### src/rtl/utxb_pkg.sv
package utxb_pkg;

  typedef enum logic [2:0] {
    ST_IDLE, ST_START, ST_DATA, ST_PARITY, ST_STOP1, ST_STOP2
  } txState_t;

  // Strobes from control to datapath, all single-cycle
  typedef struct packed {
    logic capture;     // take dataIn into holding register
    logic load;        // move holding register into shifter, drive start bit
    logic shiftOut;    // present next data bit
    logic sendParity;  // present parity bit
    logic sendStop;    // drive line high
  } txStrobes_t;

  // size code 0..3 -> 5..8 data bits
  function automatic logic [3:0] charBits(input logic [1:0] code);
    return 4'd5 + {2'b00, code};
  endfunction

endpackage

### src/rtl/utxb_ctrl.sv
module utxb_ctrl
  import utxb_pkg::*;
#(
  parameter int BAUD_DIV = 4,
  parameter int DATA_W   = 8
) (
  input  logic       clk,
  input  logic       rstN,
  input  logic       txEnable,
  input  logic [1:0] charSize,
  input  logic       parityEn,
  input  logic       twoStop,
  input  logic       dataWe,
  input  logic       doneClr,
  input  logic       doneAck,
  output txStrobes_t strb,
  output logic       bufFull,
  output logic       doneFlag
);

  localparam int BAUD_W = (BAUD_DIV > 1) ? $clog2(BAUD_DIV) : 1;
  localparam int CNT_W  = (DATA_W > 1) ? $clog2(DATA_W) : 1;
  localparam logic [BAUD_W-1:0] BAUD_LAST = BAUD_W'(BAUD_DIV - 1);

  txState_t          state;
  logic [BAUD_W-1:0] baudCnt;
  logic [CNT_W-1:0]  bitCnt;
  logic [CNT_W-1:0]  lastBit;
  logic              frmParity;
  logic              frmTwoStop;

  logic bitTick, acceptWr, frameEnd, startNew, setDone, lastData;

  always_comb begin
    bitTick  = (state != ST_IDLE) && (baudCnt == BAUD_LAST);
    acceptWr = dataWe && !bufFull;
    lastData = (state == ST_DATA) && (bitCnt == lastBit);
    frameEnd = bitTick && (((state == ST_STOP1) && !frmTwoStop) || (state == ST_STOP2));
    startNew = bufFull && txEnable && ((state == ST_IDLE) || frameEnd);
    setDone  = frameEnd && !bufFull && !acceptWr;

    strb.capture    = acceptWr;
    strb.load       = startNew;
    strb.shiftOut   = bitTick && ((state == ST_START) || ((state == ST_DATA) && !lastData));
    strb.sendParity = bitTick && lastData && frmParity;
    strb.sendStop   = bitTick && ((lastData && !frmParity) || (state == ST_PARITY));
  end

  always_ff @(posedge clk or negedge rstN) begin
    if (!rstN) begin
      state      <= ST_IDLE;
      baudCnt    <= '0;
      bitCnt     <= '0;
      lastBit    <= '0;
      frmParity  <= 1'b0;
      frmTwoStop <= 1'b0;
    end else if (startNew) begin
      state      <= ST_START;
      baudCnt    <= '0;
      bitCnt     <= '0;
      lastBit    <= CNT_W'(charBits(charSize) - 4'd1);
      frmParity  <= parityEn;
      frmTwoStop <= twoStop;
    end else if (state != ST_IDLE) begin
      if (bitTick) begin
        baudCnt <= '0;
        unique case (state)
          ST_START:  state <= ST_DATA;
          ST_DATA: begin
            if (lastData) state <= frmParity ? ST_PARITY : ST_STOP1;
            else          bitCnt <= bitCnt + 1'b1;
          end
          ST_PARITY: state <= ST_STOP1;
          ST_STOP1:  state <= frmTwoStop ? ST_STOP2 : ST_IDLE;
          default:   state <= ST_IDLE;
        endcase
      end else begin
        baudCnt <= baudCnt + 1'b1;
      end
    end
  end

  always_ff @(posedge clk or negedge rstN) begin
    if (!rstN)         bufFull <= 1'b0;
    else if (acceptWr) bufFull <= 1'b1;
    else if (startNew) bufFull <= 1'b0;
  end

  always_ff @(posedge clk or negedge rstN) begin
    if (!rstN)                   doneFlag <= 1'b0;
    else if (setDone)            doneFlag <= 1'b1;
    else if (doneClr || doneAck) doneFlag <= 1'b0;
  end

  // a write while full leaves the queue occupied
  p_write_ignored_r1: assert property (@(posedge clk) disable iff (!rstN)
    (dataWe && bufFull && !startNew) |=> bufFull);

  // the transfer frees the holding register
  p_empty_on_load_r8: assert property (@(posedge clk) disable iff (!rstN)
    strb.load |=> !bufFull);

  // nothing starts while disabled
  p_no_start_disabled_r7: assert property (@(posedge clk) disable iff (!rstN)
    !txEnable |-> !strb.load);

  // done only rises with an idle shifter and empty queue
  p_done_rise_r10: assert property (@(posedge clk) disable iff (!rstN)
    $rose(doneFlag) |-> (!bufFull && state == ST_IDLE));

  // clear without a coincident set empties the flag
  p_done_clear_r5: assert property (@(posedge clk) disable iff (!rstN)
    ((doneClr || doneAck) && !(frameEnd && !bufFull && !dataWe)) |=> !doneFlag);

endmodule

### src/rtl/utxb_datapath.sv
module utxb_datapath
  import utxb_pkg::*;
#(
  parameter int DATA_W = 8
) (
  input  logic              clk,
  input  logic              rstN,
  input  txStrobes_t        strb,
  input  logic [DATA_W-1:0] dataIn,
  input  logic [1:0]        charSize,
  input  logic              parityOdd,
  output logic              txLine
);

  logic [DATA_W-1:0] holdReg;
  logic [DATA_W-1:0] shiftReg;
  logic [DATA_W-1:0] charMask;
  logic [DATA_W-1:0] maskedByte;
  logic              parityBit;

  // keep only the bits inside the selected character size
  for (genvar i = 0; i < DATA_W; i++) begin : g_mask
    assign charMask[i] = (i < int'(charBits(charSize)));
  end

  assign maskedByte = holdReg & charMask;

  always_ff @(posedge clk or negedge rstN) begin
    if (!rstN)             holdReg <= '0;
    else if (strb.capture) holdReg <= dataIn;
  end

  always_ff @(posedge clk or negedge rstN) begin
    if (!rstN) begin
      shiftReg  <= '0;
      parityBit <= 1'b0;
      txLine    <= 1'b1;
    end else if (strb.load) begin
      shiftReg  <= maskedByte;
      parityBit <= (^maskedByte) ^ parityOdd;
      txLine    <= 1'b0;
    end else if (strb.shiftOut) begin
      txLine   <= shiftReg[0];
      shiftReg <= shiftReg >> 1;
    end else if (strb.sendParity) begin
      txLine <= parityBit;
    end else if (strb.sendStop) begin
      txLine <= 1'b1;
    end
  end

  // a transfer puts the start bit on the line
  p_start_low_r2: assert property (@(posedge clk) disable iff (!rstN)
    strb.load |=> !txLine);

  // stop strobe drives the line high
  p_stop_high_r9: assert property (@(posedge clk) disable iff (!rstN)
    strb.sendStop |=> txLine);

endmodule

### src/rtl/uart_tx_buffer.sv
module uart_tx_buffer
  import utxb_pkg::*;
#(
  parameter int BAUD_DIV = 4,
  parameter int DATA_W   = 8
) (
  input  logic              clk,
  input  logic              rstN,
  input  logic              txEnable,
  input  logic [1:0]        charSize,
  input  logic              parityEn,
  input  logic              parityOdd,
  input  logic              twoStop,
  input  logic              dataWe,
  input  logic [DATA_W-1:0] dataIn,
  input  logic              doneClr,
  input  logic              doneAck,
  input  logic              emptyIntEn,
  input  logic              doneIntEn,
  output logic              txLine,
  output logic              emptyFlag,
  output logic              doneFlag,
  output logic              emptyIrq,
  output logic              doneIrq
);

  txStrobes_t strb;
  logic       bufFull;

  utxb_ctrl #(.BAUD_DIV(BAUD_DIV), .DATA_W(DATA_W)) u_ctrl (
    .clk(clk), .rstN(rstN), .txEnable(txEnable), .charSize(charSize),
    .parityEn(parityEn), .twoStop(twoStop), .dataWe(dataWe),
    .doneClr(doneClr), .doneAck(doneAck), .strb(strb),
    .bufFull(bufFull), .doneFlag(doneFlag)
  );

  utxb_datapath #(.DATA_W(DATA_W)) u_dp (
    .clk(clk), .rstN(rstN), .strb(strb), .dataIn(dataIn),
    .charSize(charSize), .parityOdd(parityOdd), .txLine(txLine)
  );

  assign emptyFlag = !bufFull;
  assign emptyIrq  = emptyFlag && emptyIntEn;
  assign doneIrq   = doneFlag && doneIntEn;

  // requests never assert without their enable
  p_irq_gate_r4: assert property (@(posedge clk) disable iff (!rstN)
    (emptyIrq || doneIrq) |-> (emptyIntEn || doneIntEn));

endmodule

### config.mk
export PLATFORM = sky130hd
export DESIGN_NAME = uart_tx_buffer
export DESIGN_NICKNAME = d
export VERILOG_FILES = /design/src/rtl/utxb_pkg.sv /design/src/rtl/utxb_ctrl.sv /design/src/rtl/utxb_datapath.sv /design/src/rtl/uart_tx_buffer.sv
export SDC_FILE = /design/constraint.sdc
export NUM_CORES = 1
export LEC_CHECK = 0
export BUFFER_PORTS_ARGS = -buffer_cell sky130_fd_sc_hd__buf_4
export CAP_MARGIN = 20
export CORE_MARGIN = 2
export CORE_UTILIZATION = 30
export CTS_BUF_LIST = sky130_fd_sc_hd__clkbuf_8
export DETAILED_ROUTE_END_ITERATION = 12
export PLACE_DENSITY = 0.48
export SYNTH_ARGS = -nofsm -noshare
export SYNTH_HDL_FRONTEND = slang
export SYNTH_HIERARCHICAL = 1
export SYNTH_SLANG_ARGS = --single-unit
### constraint.sdc
create_clock -name clk -period 4.9 [get_ports clk]
set_clock_uncertainty 0.1 [all_clocks]
set_input_delay 0.245 -clock clk [delete_from_list [all_inputs] [get_ports clk]]
set_output_delay 0.245 -clock clk [all_outputs]
set_load 0.005 [all_outputs]
Word level (Yosys, flattened, before mapping)
Index checks and enable logic that the tools add are counted.

Bits in registers: 33. Bits of input ports: 21. Output and inout port bits: 5. Word-level logic and storage cells: 99.

$add $sub $neg: 4. Order comparisons: 8. Equality and inequality tests: 9. Muxes and demuxes: 25. Bitwise operators: 2. Reduce and logical (&&, ||, !) cells: 39.

Operators by type and width (number): $mux 3 (11); $logic_and 1x1->1 (17); $lt 3x4->1 const A (4); $mux 8 (2); $pmux 3 s4 (1); $reduce_bool 2->1 (6); $and 8x8->8 (1); $lt 1x4->1 const A (2); $lt 2x4->1 const A (2); $mux 1 (8); $reduce_xor 8->1 (1); $eq 3x2->1 const B (2); $eq 3x3->1 const B (2); $mux 2 (3); $logic_not 1->1 (5); $logic_or 1x1->1 (5); $add 3x2->4 const A (1); $reduce_and 4->1 (1); $reduce_bool 4->1 (1); $add 3x1->3 const B (1); $eq 3x1->1 const B (1); $eq 3x3->1 (1); $logic_not 3->1 (1); $ne 3x1->1 const B (1); other kinds (7) (7).

Logic depth before layout (Yosys ltp)
Gate-level depths: netlist (run 1).

Depth in word-level cells: 9. Depth in mapped cells: 9. Depth with buffers taken out: 8.

Modules after synthesis
The synthesis (run 1) kept the hierarchy.

By module, submodules not included: utxb_ctrl (times used 1, cells an instance 88, area each 895.9 um2, seq. area each 375.4 um2); utxb_datapath (times used 1, cells an instance 71, area each 842.1 um2, seq. area each 451.7 um2); uart_tx_buffer (times used 1, cells an instance 3, area each 16.3 um2, seq. area each 0.0 um2).

Worst setup path before layout (run 1)
No wires, ideal clock.

Kind: reg2reg. Start: register u_ctrl.state[2]. End: register u_dp.shiftReg[1]. Library setup time: 136 ps. Arrival: 1892 ps. Required time: 4664 ps. Slack: 2772 ps. Stages on the path, launching flop included: 9. Period minus slack after synthesis: 2128 ps. Cell sequence: dfrtp_1 > buf_6 > or3_4 > o31a_4 > nor2_8 > buf_4 > clkbuf_1 > clkbuf_1 > o21ai_0.

Word-level cells in the longest chain between the ends: 7.

Ends and longest elaborated chain: from (decl) (line utxb_ctrl.sv:25) `txState_t state;`; from (signal assigned) (line utxb_ctrl.sv:70) `if (lastData) state <= frmParity ? ST_PARITY : ST_STOP1;`; from (signal assigned) (line utxb_ctrl.sv:74) `ST_STOP1: state <= frmTwoStop ? ST_STOP2 : ST_IDLE;`; $eq 3x3->1 (line utxb_ctrl.sv:38) `frameEnd = bitTick && (((state == ST_STOP1) && !frmTwoStop) || (state == ST_STOP2));`; $logic_and 1x1->1 (line utxb_ctrl.sv:38); $logic_or 1x1->1 (line utxb_ctrl.sv:38); $logic_and 1x1->1 (line utxb_ctrl.sv:38); $logic_or 1x1->1 (*) (line utxb_ctrl.sv:39) `startNew = bufFull && txEnable && ((state == ST_IDLE) || frameEnd);`; $logic_and 1x1->1 (*) (line utxb_ctrl.sv:39); via u_ctrl.startNew (line utxb_ctrl.sv:32) `logic bitTick, acceptWr, frameEnd, startNew, setDone, lastData;`; $mux 8 or $reduce_bool 2->1 (tied branches); to (signal assigned) (line utxb_datapath.sv:39) `shiftReg <= maskedByte;`; to (signal assigned) (line utxb_datapath.sv:44) `shiftReg <= shiftReg >> 1;`; to (decl) (line utxb_datapath.sv:16) `logic [DATA_W-1:0] shiftReg;`.

The timed path passes the listed nets; every way through them passes the cells marked *. A chain may end at the register's enable or synchronous reset.

==> results of run 1 <==
==> how the worst max path moves through the flow <==
stage	cells after the start	startpoint	slack (ps)	end
3_5_place_dp	7	u_ctrl/bitCnt[0]	2370	u_dp/shiftReg[5]
5_1_grt	6	u_ctrl/bitCnt[0]	2190	u_dp/shiftReg[1]
6_report	7	u_ctrl/bitCnt[0]	2370	u_dp/shiftReg[5]
4_1_cts	7	u_ctrl/bitCnt[0]	2380	u_dp/shiftReg[5]
2_1_floorplan	8	u_ctrl/state[2]	2770	u_dp/shiftReg[1]
3_3_place_gp	7	u_ctrl/bitCnt[0]	2490	u_dp/shiftReg[5]
==> routing by layer <==
metal  GRT usage  wire [um]  vias to the layer above  share of wire
met5           0          0                        -              0
met4      0.0559         74                        0          0.021
met3      0.0326        111                        7          0.032
met2       0.179       1570                       24           0.45
met1       0.164       1700                      616           0.49
li1            -          -                      618              -
==> critical path, stage by stage, from the launching register on <==
cell,delay (ps)
dfrtp_1,410
xor2_1,330
nor3_1,140
nand3b_1,180
a21oi_1,840
nor2b_1,120
a211oi_1,240
a21oi_1,60
==> state kept, by name, summed over array words and instances (netlist names) <==
signal	cells
u_ctrl/frmTwoStop	1
u_dp/holdReg	8
u_ctrl/bufFull	1
u_dp/txLine	1
u_ctrl/doneFlag	1
u_ctrl/state	3
u_ctrl/baudCnt	2
u_dp/parityBit	1
u_ctrl/lastBit	3
u_dp/shiftReg	8
u_ctrl/frmParity	1
u_ctrl/bitCnt	3
==> final cells by class <==
cell class / instances / area (um2)
Sequential cell: 33 / 827
Tap cell: 72 / 90.1
Inverter: 6 / 22.5
Clock buffer: 6 / 82.6
Multi-Input combinational cell: 114 / 852
Timing Repair Buffer: 26 / 198
Clock inverter: 2 / 33.8
Fill cell: 570 / 3470
==> where the power goes <==
| part | switching (mW) | internal [mW] |
|---|---|---|
| clock | 0.0983 | 0.164 |
| combinational | 0.237 | 0.299 |
| sequential | 0.117 | 0.400 |
| total | 0.453 | 0.863 |
==> kinds of logic after synthesis <==
family / Yosys count / share of synthesized area
xor+xnor: 9 / 0.0571
buf+inv: 15 / 0.0428
fa+ha+maj: 2 / 0.0143
mux: 20 / 0.131
compound gates: 34 / 0.128
flops: 33 / 0.471
simple gates: 49 / 0.155
==> stage by stage <==
step | util | hold WS [ps] | cell area, um2 | setup slack, ps
floorplan | - | -151 | 1750 | 2770
global route | 0.378 | 83.6 | 2110 | 2190
CTS | 0.378 | 76.7 | 2110 | 2380
global placement | 0.355 | 123 | 1980 | 2490
finish | 0.378 | 89.5 | 2110 | 2370
detailed placement | 0.355 | 120 | 1980 | 2370
==> cell usage in the layout, fill, tap and decap left out, drive strengths merged, types with 2 or more instances in the layout <==
master  Yosys  layout
a21oi       7       7
and2        2       2
buf         6      25
clkbuf      3       6
dfrtp      32      32
ha          2       2
inv         6       7
mux2       12      12
mux2i       8       8
nand2      11      11
nand2b      4       4
nand3       3       3
nor2        9       9
nor2b       6       6
nor3        6       6
nor3b       2       2
o21ai      13      13
o22ai       2       2
xnor2       4       4
xor2        4       4
==> impl_metrics.csv, run 1 <==
group,metric,value,unit
sta,finalHoldViolations,0,
setup_path,cp_max_fo,11,
die,dieArea,6470,um2
hold_path,hp-start,"dataIn[4]",
run_status,status,"finished clean",
setup_path,end_kind,"flip-flop",
global_routing,grt_max_degree,34,
detailed_routing,vias,1265,
clock_tree,numCtsBuffers,5,
synthesis,synthFlopType,"dfrtp_1",
hold_path,hold-path-cell-count,2,
pwr,p_leak,0.923,nW
detailed_routing,postRouteAntennaNets,0,
setup_path,rr_endpoint,"u_dp/shiftReg[5]",
synthesis,syn_area_per_cell,10.8,um2
place,port_buffers,25,
pwr,ir_worst_vdd,0.290,mV
die,die-height,80.5,um
layout,antenna_cells,0,
place,dp_cells,250,
hold_path,hold_end,"u_dp/holdReg[4]",
synthesis,synth_most_common_cell,"dfrtp_1",
sta,setup_viol,0,
sta,max_freq,395,MHz
clock_tree,cts_sinks,33,
clock_tree,cts.path.max_buffers,2,
die,die_w,80.5,um
synthesis,yosysTopAreaCell,"dfrtp_1",
synthesis,synth_edf_count,0,
synthesis,ys_warn_count,6,
detailed_routing,dr.pass1.iters,4,
detailed_routing,routed_wl,3450,um
setup_path,critPathLaunchType,"flip-flop",
sta,slew-limit-headroom,0.310,
sta,slew_violations,0,
detailed_routing,wl_per_cell,13.3,um
synthesis,yosys-top-cells-area,"dfrtp_1 46%, mux2_2 5.1%, mux2i_1 4.6%, mux2_4 3.4%, o21ai_0 2.6%",
setup_path,reg2reg_from,"u_ctrl/bitCnt[0]",
synthesis,synth_seq_cells,33,
setup_path,crit_arrival,2580,ps
clock_tree,cts_tree,"done",
synthesis,netlist_area,1750,um2
clock_tree,htree_levels,2,
job,maxCapViolations,0,
detailed_routing,vias_per_cell,4.88,
global_routing,grt-ovfl-total,0,
setup_path,reg2reg_depth,7,
clock_tree,cts-hold-fix-buffers,1,
die,core.rowCount,27,
clock_tree,cts_resized,0,
layout,drive_gt1_frac,0.273,
global_routing,first_global_vias,1230,
layout,fin_nets,209,
hold_path,min_path_type,"in -> reg",
clock_tree,clockRootBuffer,"clkbuf_8",
die,num_io_pins,26,
die,start_util,0.315,
layout,final_cells,259,
pwr,p_per_area,625,nW/um2
layout,area_growth,20.0,%
place,hpwlAfterDp,2500,um
clock_tree,cts_setup_buffers,0,
sta,rsz0062_at_grt,"no",
detailed_routing,drtIter0Drc,29,
synthesis,synthCells,162,
pwr,p_total,1.32,mW
sta,tightest_slew,1030,ps
setup_path,critPathKind,"reg -> reg",
synthesis,synth_top_area_frac,0.456,
sta,finalCritPeriodShare,0.516,
synthesis,seq_area_frac_synth,0.471,
global_routing,grt_first_pass_wirelength,5960,um
clock_tree,clk_pin_slew,70,ps
setup_path,rrSetupSlack,2370,ps
setup_path,cp.required,4950,ps
sta,period_needed,2530,ps
global_routing,grt_usage,0.121,
die,core_area,5570,um2
synthesis,async_reset_ff_frac,1.00,
synthesis,syn-num-nets,185,
global_routing,antenna_found_initial,0,
synthesis,ys_types,47,
synthesis,synth.top_cells.by_count,"32 x dfrtp_1, 11 x nand2_1, 9 x o21ai_0",
place,gp_congestion,0.763,
clock_tree,clock_latency,280,ps
detailed_routing,route.detailed.drc,0,
sta,fin_setup_tns,0,ps
Note: power is estimated with default switching activity, not from simulation.
==> run 2, diff against run 1 <==
- ABC_AREA: not set -> 1
- clock period: 4.9 -> 2.6 ns (I/O delays scaled with it)
==> impl_metrics.csv, run 2 <==
group,metric,value,unit
clock_tree,cts_resized,0,
detailed_routing,wl_per_cell,11.3,um
clock_tree,clk_pin_slew,60,ps
layout,drive_gt1_frac,0.221,
setup_path,reg2reg_depth,9,
synthesis,ys_warn_count,6,
die,die_w,81.1,um
synthesis,yosys-top-cells-area,"dfrtp_1 45%, nand2_1 14%, inv_1 6.7%, nand3_1 4.8%, o21ai_0 4.2%",
die,dieArea,6580,um2
hold_path,min_path_type,"in -> reg",
setup_path,reg2reg_from,"u_ctrl/bitCnt[0]",
setup_path,end_kind,"flip-flop",
job,maxCapViolations,0,
setup_path,rr_endpoint,"u_dp/txLine",
clock_tree,clock_latency,290,ps
synthesis,synth_top_family_by_area,"simple AND/OR/NAND/NOR gates",
pwr,clkPwrFrac,0.186,
synthesis,async_reset_ff_frac,1.00,
detailed_routing,vias_per_cell,4.42,
synthesis,ys_types,33,
clock_tree,numCtsBuffers,5,
sta,finalHoldViolations,0,
synthesis,synth_seq_cells,33,
synthesis,synth_edf_count,0,
pwr,intPower,1.37,mW
sta,finalCritPeriodShare,0.691,
detailed_routing,route.detailed.drc,0,
synthesis,synthSimpleGateAreaFrac,0.279,
pwr,switching_share,0.408,
layout,final_cell_mix,"67 x nand2_1, 32 x inv_1, 32 x dfrtp_1",
die,die-height,81.1,um
pwr,p_leak,1.18,nW
run_status,status,"finished clean",
sta,fin_ws,804,ps
layout,final_common_cell,"nand2_1",
setup_path,cp_max_fo,7,
sta,slew-limit-headroom,0.713,
clock_tree,cts_tree,"done",
clock_tree,clockRootBuffer,"clkbuf_8",
place,port_buffers,25,
die,start_util,0.305,
clock_tree,cts_sinks,33,
setup_path,rrSetupSlack,800,ps
sta,tightest_slew,431,ps
layout,area_growth,27.8,%
setup_path,cp.required,2710,ps
pwr,ir_worst_vdd,0.464,mV
setup_path,setup.worst_path.start,"u_ctrl/bitCnt[0]",
place,gp_congestion,0.742,
setup_path,crit_arrival,1900,ps
pwr,p_total,2.32,mW
synthesis,synth_most_common_cell,"nand2_1",
global_routing,grt_first_pass_wirelength,6940,um
place,dpl_worst_slack,816,ps
global_routing,first_global_vias,1487,
setup_path,critPathLaunchType,"flip-flop",
detailed_routing,routed_wl,3930,um
pwr,p_sw,945,uW
synthesis,syn-num-nets,250,
place,hpwlAfterDp,2850,um
sta,max_freq,557,MHz
global_routing,antenna_found_initial,0,
die,core.rowCount,28,
pwr,pwr-share-comb,0.420,
synthesis,synthCells,227,
die,core_area,5850,um2
synthesis,synthFlopType,"dfrtp_1",
synthesis,synth.top_cells.by_count,"67 x nand2_1, 32 x dfrtp_1, 32 x inv_1",
die,num_io_pins,26,
synthesis,synth-adder-area-share,0.0140,
sta,rsz0062_at_grt,"no",
setup_path,critPathKind,"reg -> reg",
detailed_routing,dr.pass1.iters,4,
clock_tree,cts.path.max_buffers,2,
pwr,p_per_area,1020,nW/um2
layout,fin_nets,293,
sta,slew_violations,0,
sta,setup_viol,0,
synthesis,synth_top_area_frac,0.448,
clock_tree,htree_levels,2,
synthesis,netlist_area,1790,um2
detailed_routing,vias,1529,
detailed_routing,postRouteAntennaNets,0,
layout,antenna_cells,0,
synthesis,synthXorXnorAreaFrac,0.00981,
setup_path,crit_end,"u_dp/txLine",
detailed_routing,drtIter0Drc,91,
sta,fin_setup_tns,0,ps
global_routing,grt_max_degree,34,
sta,period_needed,1800,ps
layout,reg_top3,"u_dp/holdReg x8, u_dp/shiftReg x8",
synthesis,muxShareOfSynthArea,0.0189,
global_routing,grt-ovfl-total,0,
synthesis,yosysTopAreaCell,"dfrtp_1",
synthesis,seq_area_frac_synth,0.463,
pwr,pwr-share-seq,0.394,
synthesis,synth_compound_area_frac,0.118,
synthesis,syn_area_per_cell,7.87,um2
global_routing,grt_usage,0.139,
[run 2: cell count changes after synthesis, sizes merged, moves of 4 or more]
cell and delta:
nand2 +65, inv +31, nand3 +14, mux2 -9, o21ai +9, mux2i -8
nor2b -6, buf -4, nand2b -4
[run 2: critical path, cell delays in order (launching register included)]
cell     delay (ps)
dfrtp_1         420
xnor2_1         160
nand3_1         160
nand2_2         150
a21oi_1          80
buf_4           160
nor2_4          150
inv_2            80
nor4_1          170
nor3_1           80
[run 2: kinds of logic after synthesis]
kind of cell	count (synthesis)
and+or+nand+nor	109
AOI/OAI and AO/OA	37
buffers and inverters	41
xor gates and xnor gates	2
DFF	33
muxes	3
adders and majority gates	2
[run 2: per-stage QoR]
stage | cells | area [um2] | hold slack, ps | utilization
CTS | 346 | 2280 | 3.61 | 0.390
global placement | 325 | 2050 | 11.0 | 0.350
finish | 346 | 2280 | 3.15 | 0.390
detailed placement | 325 | 2050 | 9.74 | 0.350
global route | 346 | 2280 | 13.6 | 0.390
floorplan | 227 | 1790 | -266 | -
[run 2: worst min path at each step]
stage,endpoint,cells past startpoint,from
2_1_floorplan,u_ctrl/baudCnt[0],0,rstN
3_3_place_gp,u_ctrl/baudCnt[1],1,rstN
3_5_place_dp,u_ctrl/baudCnt[1],1,rstN
4_1_cts,u_ctrl/lastBit[0],3,charSize[0]
5_1_grt,u_ctrl/lastBit[0],3,charSize[0]
6_report,u_ctrl/lastBit[0],3,charSize[0]
[run 2: layout make-up]
class                   instances  area, um2
clock buffers                   7       96.3
clock inverters                 1       5.00
fillers                       618       3570
inverters                      37        141
multi-input cells             153        785
flip-flops and latches         33        827
well taps                      75       93.8
repair buffers                 40        333
[run 2: routing by layer]
layer / vias to the layer above / share of wire / global-route usage
met4: 0 / 0.0092 / 0.0559
met3: 4 / 0.039 / 0.0311
li1: 814 / - / -
met2: 26 / 0.47 / 0.242
met5: - / 0 / 0
met1: 685 / 0.48 / 0.166
[run 2: power by group through the flow]
stage                     Sequential [mW]  Clock [mW]  Combinational (mW)
after floorplan                     0.875           0               0.768
after global placement              0.924           0               0.970
after detailed placement            0.921           0               0.969
after CTS                           0.913       0.452               0.990
after global routing                0.946       0.462                1.15
final                               0.913       0.432               0.972
[run 2: what timing repair did]
action                    in CTS  in global routing
hold buffers                  13                  0
setup buffers                  0                  0
hold endpoints to repair      43                  0
==> run 3, diff against run 2 <==
- PLACE_DENSITY: 0.48 -> 0.5
- clock period: 2.6 -> 1.65 ns (I/O delays scaled with it)
==> impl_metrics.csv, run 3 (same netlist as run 2, synthesis figures left out) <==
group,metric,value,unit
clock_tree,clockRootBuffer,"clkbuf_8",
layout,final_cells,362,
setup_path,reg2reg_depth,7,
clock_tree,clock_latency,290,ps
setup_path,cp_max_fo,6,
pwr,p_sw,1.60,mW
detailed_routing,wl_per_cell,11.1,um
sta,hold_ws,134,ps
detailed_routing,route.detailed.drc,0,
layout,antenna_cells,0,
setup_path,critPathLaunchType,"flip-flop",
place,port_buffers,25,
clock_tree,cts_sinks,33,
place,gp_congestion,0.775,
global_routing,grt-ovfl-total,0,
hold_path,hp-start,"txEnable",
global_routing,antenna_found_initial,0,
sta,setup_viol,0,
hold_path,hold_end,"u_ctrl/baudCnt[1]",
pwr,intPower,2.36,mW
pwr,pwr-share-comb,0.457,
detailed_routing,postRouteAntennaNets,0,
layout,reg_top3,"u_dp/holdReg x8, u_dp/shiftReg x8",
die,dieArea,6580,um2
hold_path,hold-path-cell-count,5,
die,die_w,81.1,um
die,num_io_pins,26,
pwr,clkPwrFrac,0.172,
detailed_routing,routed_wl,4020,um
detailed_routing,dr.pass1.iters,4,
die,core_area,5850,um2
sta,tightest_slew,437,ps
global_routing,grt_usage,0.139,
detailed_routing,drtIter0Drc,37,
pwr,ir_worst_vdd,0.626,mV
sta,slew-limit-headroom,0.709,
job,maxCapViolations,0,
layout,final_cell_mix,"67 x nand2_1, 40 x buf_4, 30 x inv_1",
global_routing,grt_max_degree,34,
setup_path,reg2reg_from,"u_ctrl/state[1]",
global_routing,first_global_vias,1559,
sta,rsz0062_at_grt,"yes",
sta,max_freq,625,MHz
pwr,p_total,3.96,mW
setup_path,cp.required,1760,ps
clock_tree,clk_pin_slew,70,ps
pwr,switching_share,0.405,
clock_tree,cts_tree,"done",
sta,period_needed,1600,ps
layout,area_growth,38.6,%
die,die-height,81.1,um
setup_path,critPathKind,"reg -> reg",
layout,stdcell_area,2470,um2
die,core.rowCount,28,
clock_tree,htree_levels,2,
pwr,pwr-share-seq,0.371,
setup_path,end_kind,"flip-flop",
layout,fin_util,0.423,
die,start_util,0.305,
sta,finalCritPeriodShare,0.970,
clock_tree,cts.path.max_buffers,2,
hold_path,min_path_type,"in -> reg",
setup_path,crit_arrival,1710,ps
global_routing,grt_first_pass_wirelength,7040,um
sta,slew_violations,0,
place,place_area,2120,um2
layout,final_common_cell,"nand2_1",
place,hpwlAfterDp,2880,um
layout,fin_nets,309,
place,dp_cells,333,
layout,drive_gt1_frac,0.293,
setup_path,rr_endpoint,"u_dp/txLine",
detailed_routing,vias_per_cell,4.47,
detailed_routing,vias,1617,
clock_tree,numCtsBuffers,5,
setup_path,rrSetupSlack,50,ps
run_status,status,"finished clean",
pwr,p_per_area,1600,nW/um2
pwr,p_leak,1.26,nW
sta,finalHoldViolations,0,
-- run 3: metrics by stage --
| step | TNS (ps) | worst slack, ps |
|---|---|---|
| 2_1_floorplan | -145 | -54.7 |
| 3_3_place_gp | -8.36 | -8.36 |
| 3_5_place_dp | 0 | 5.83 |
| 4_1_cts | 0 | 0.372 |
| 5_1_grt | -129 | -43.2 |
| 6_report | 0 | 50.0 |
-- run 3: area by class of cell --
type	instances	area, um2
Clock buffer	7	96.3
Clock inverter	1	5.00
Fill cell	606	3380
Inverter	37	149
Multi-Input combinational cell	153	840
Sequential cell	33	831
Tap cell	75	93.8
Timing Repair Buffer	56	460
-- run 3: what timing repair did --
action | CTS | global route
buffers inserted | 0 | 5
endpoints found under the hold margin | 47 | 0
pin swaps | 0 | 4
hold buffers | 16 | 0
endpoints found under the setup margin | 2 | 11
resized for setup | 2 | 18
-- run 3: per-layer routing --
metal  wire (um)  part of all wire  global-route usage
met1        1920              0.48               0.179
met5           0                 0                   0
met3         142             0.035              0.0344
met4          60             0.015              0.0508
met2        1900              0.47               0.226
-- run 3: how the worst max path moves through the flow --
| stage | startpoint | to | slack (ps) | depth (start not counted) |
|---|---|---|---|---|
| 2_1_floorplan | u_ctrl/baudCnt[0] | u_dp/txLine | -50 | 11 |
| 3_3_place_gp | u_ctrl/state[1] | u_dp/txLine | -8 | 7 |
| 3_5_place_dp | u_ctrl/state[1] | u_dp/txLine | 6 | 7 |
| 4_1_cts | u_ctrl/state[2] | u_dp/shiftReg[0] | 0.4 | 10 |
| 5_1_grt | u_ctrl/state[1] | u_dp/shiftReg[2] | -40 | 8 |
| 6_report | u_ctrl/state[1] | u_dp/txLine | 50 | 7 |
-- run 3: power groups by stage --
stage / Sequential (mW) / Clock, mW / Combinational [mW]
after floorplan: 1.38 / 0 / 1.23
after global placement: 1.45 / 0 / 1.61
after detailed placement: 1.45 / 0 / 1.62
after CTS: 1.45 / 0.705 / 1.66
after global routing: 1.52 / 0.737 / 2.08
final: 1.47 / 0.682 / 1.81
-- run 3: critical path, stage by stage (launching register included) --
cell     delay [ps]
dfrtp_2         410
inv_2            70
nor3_4          240
nand2_2         110
a21oi_4         190
buf_4           170
a21oi_1          70
nor3_1          170
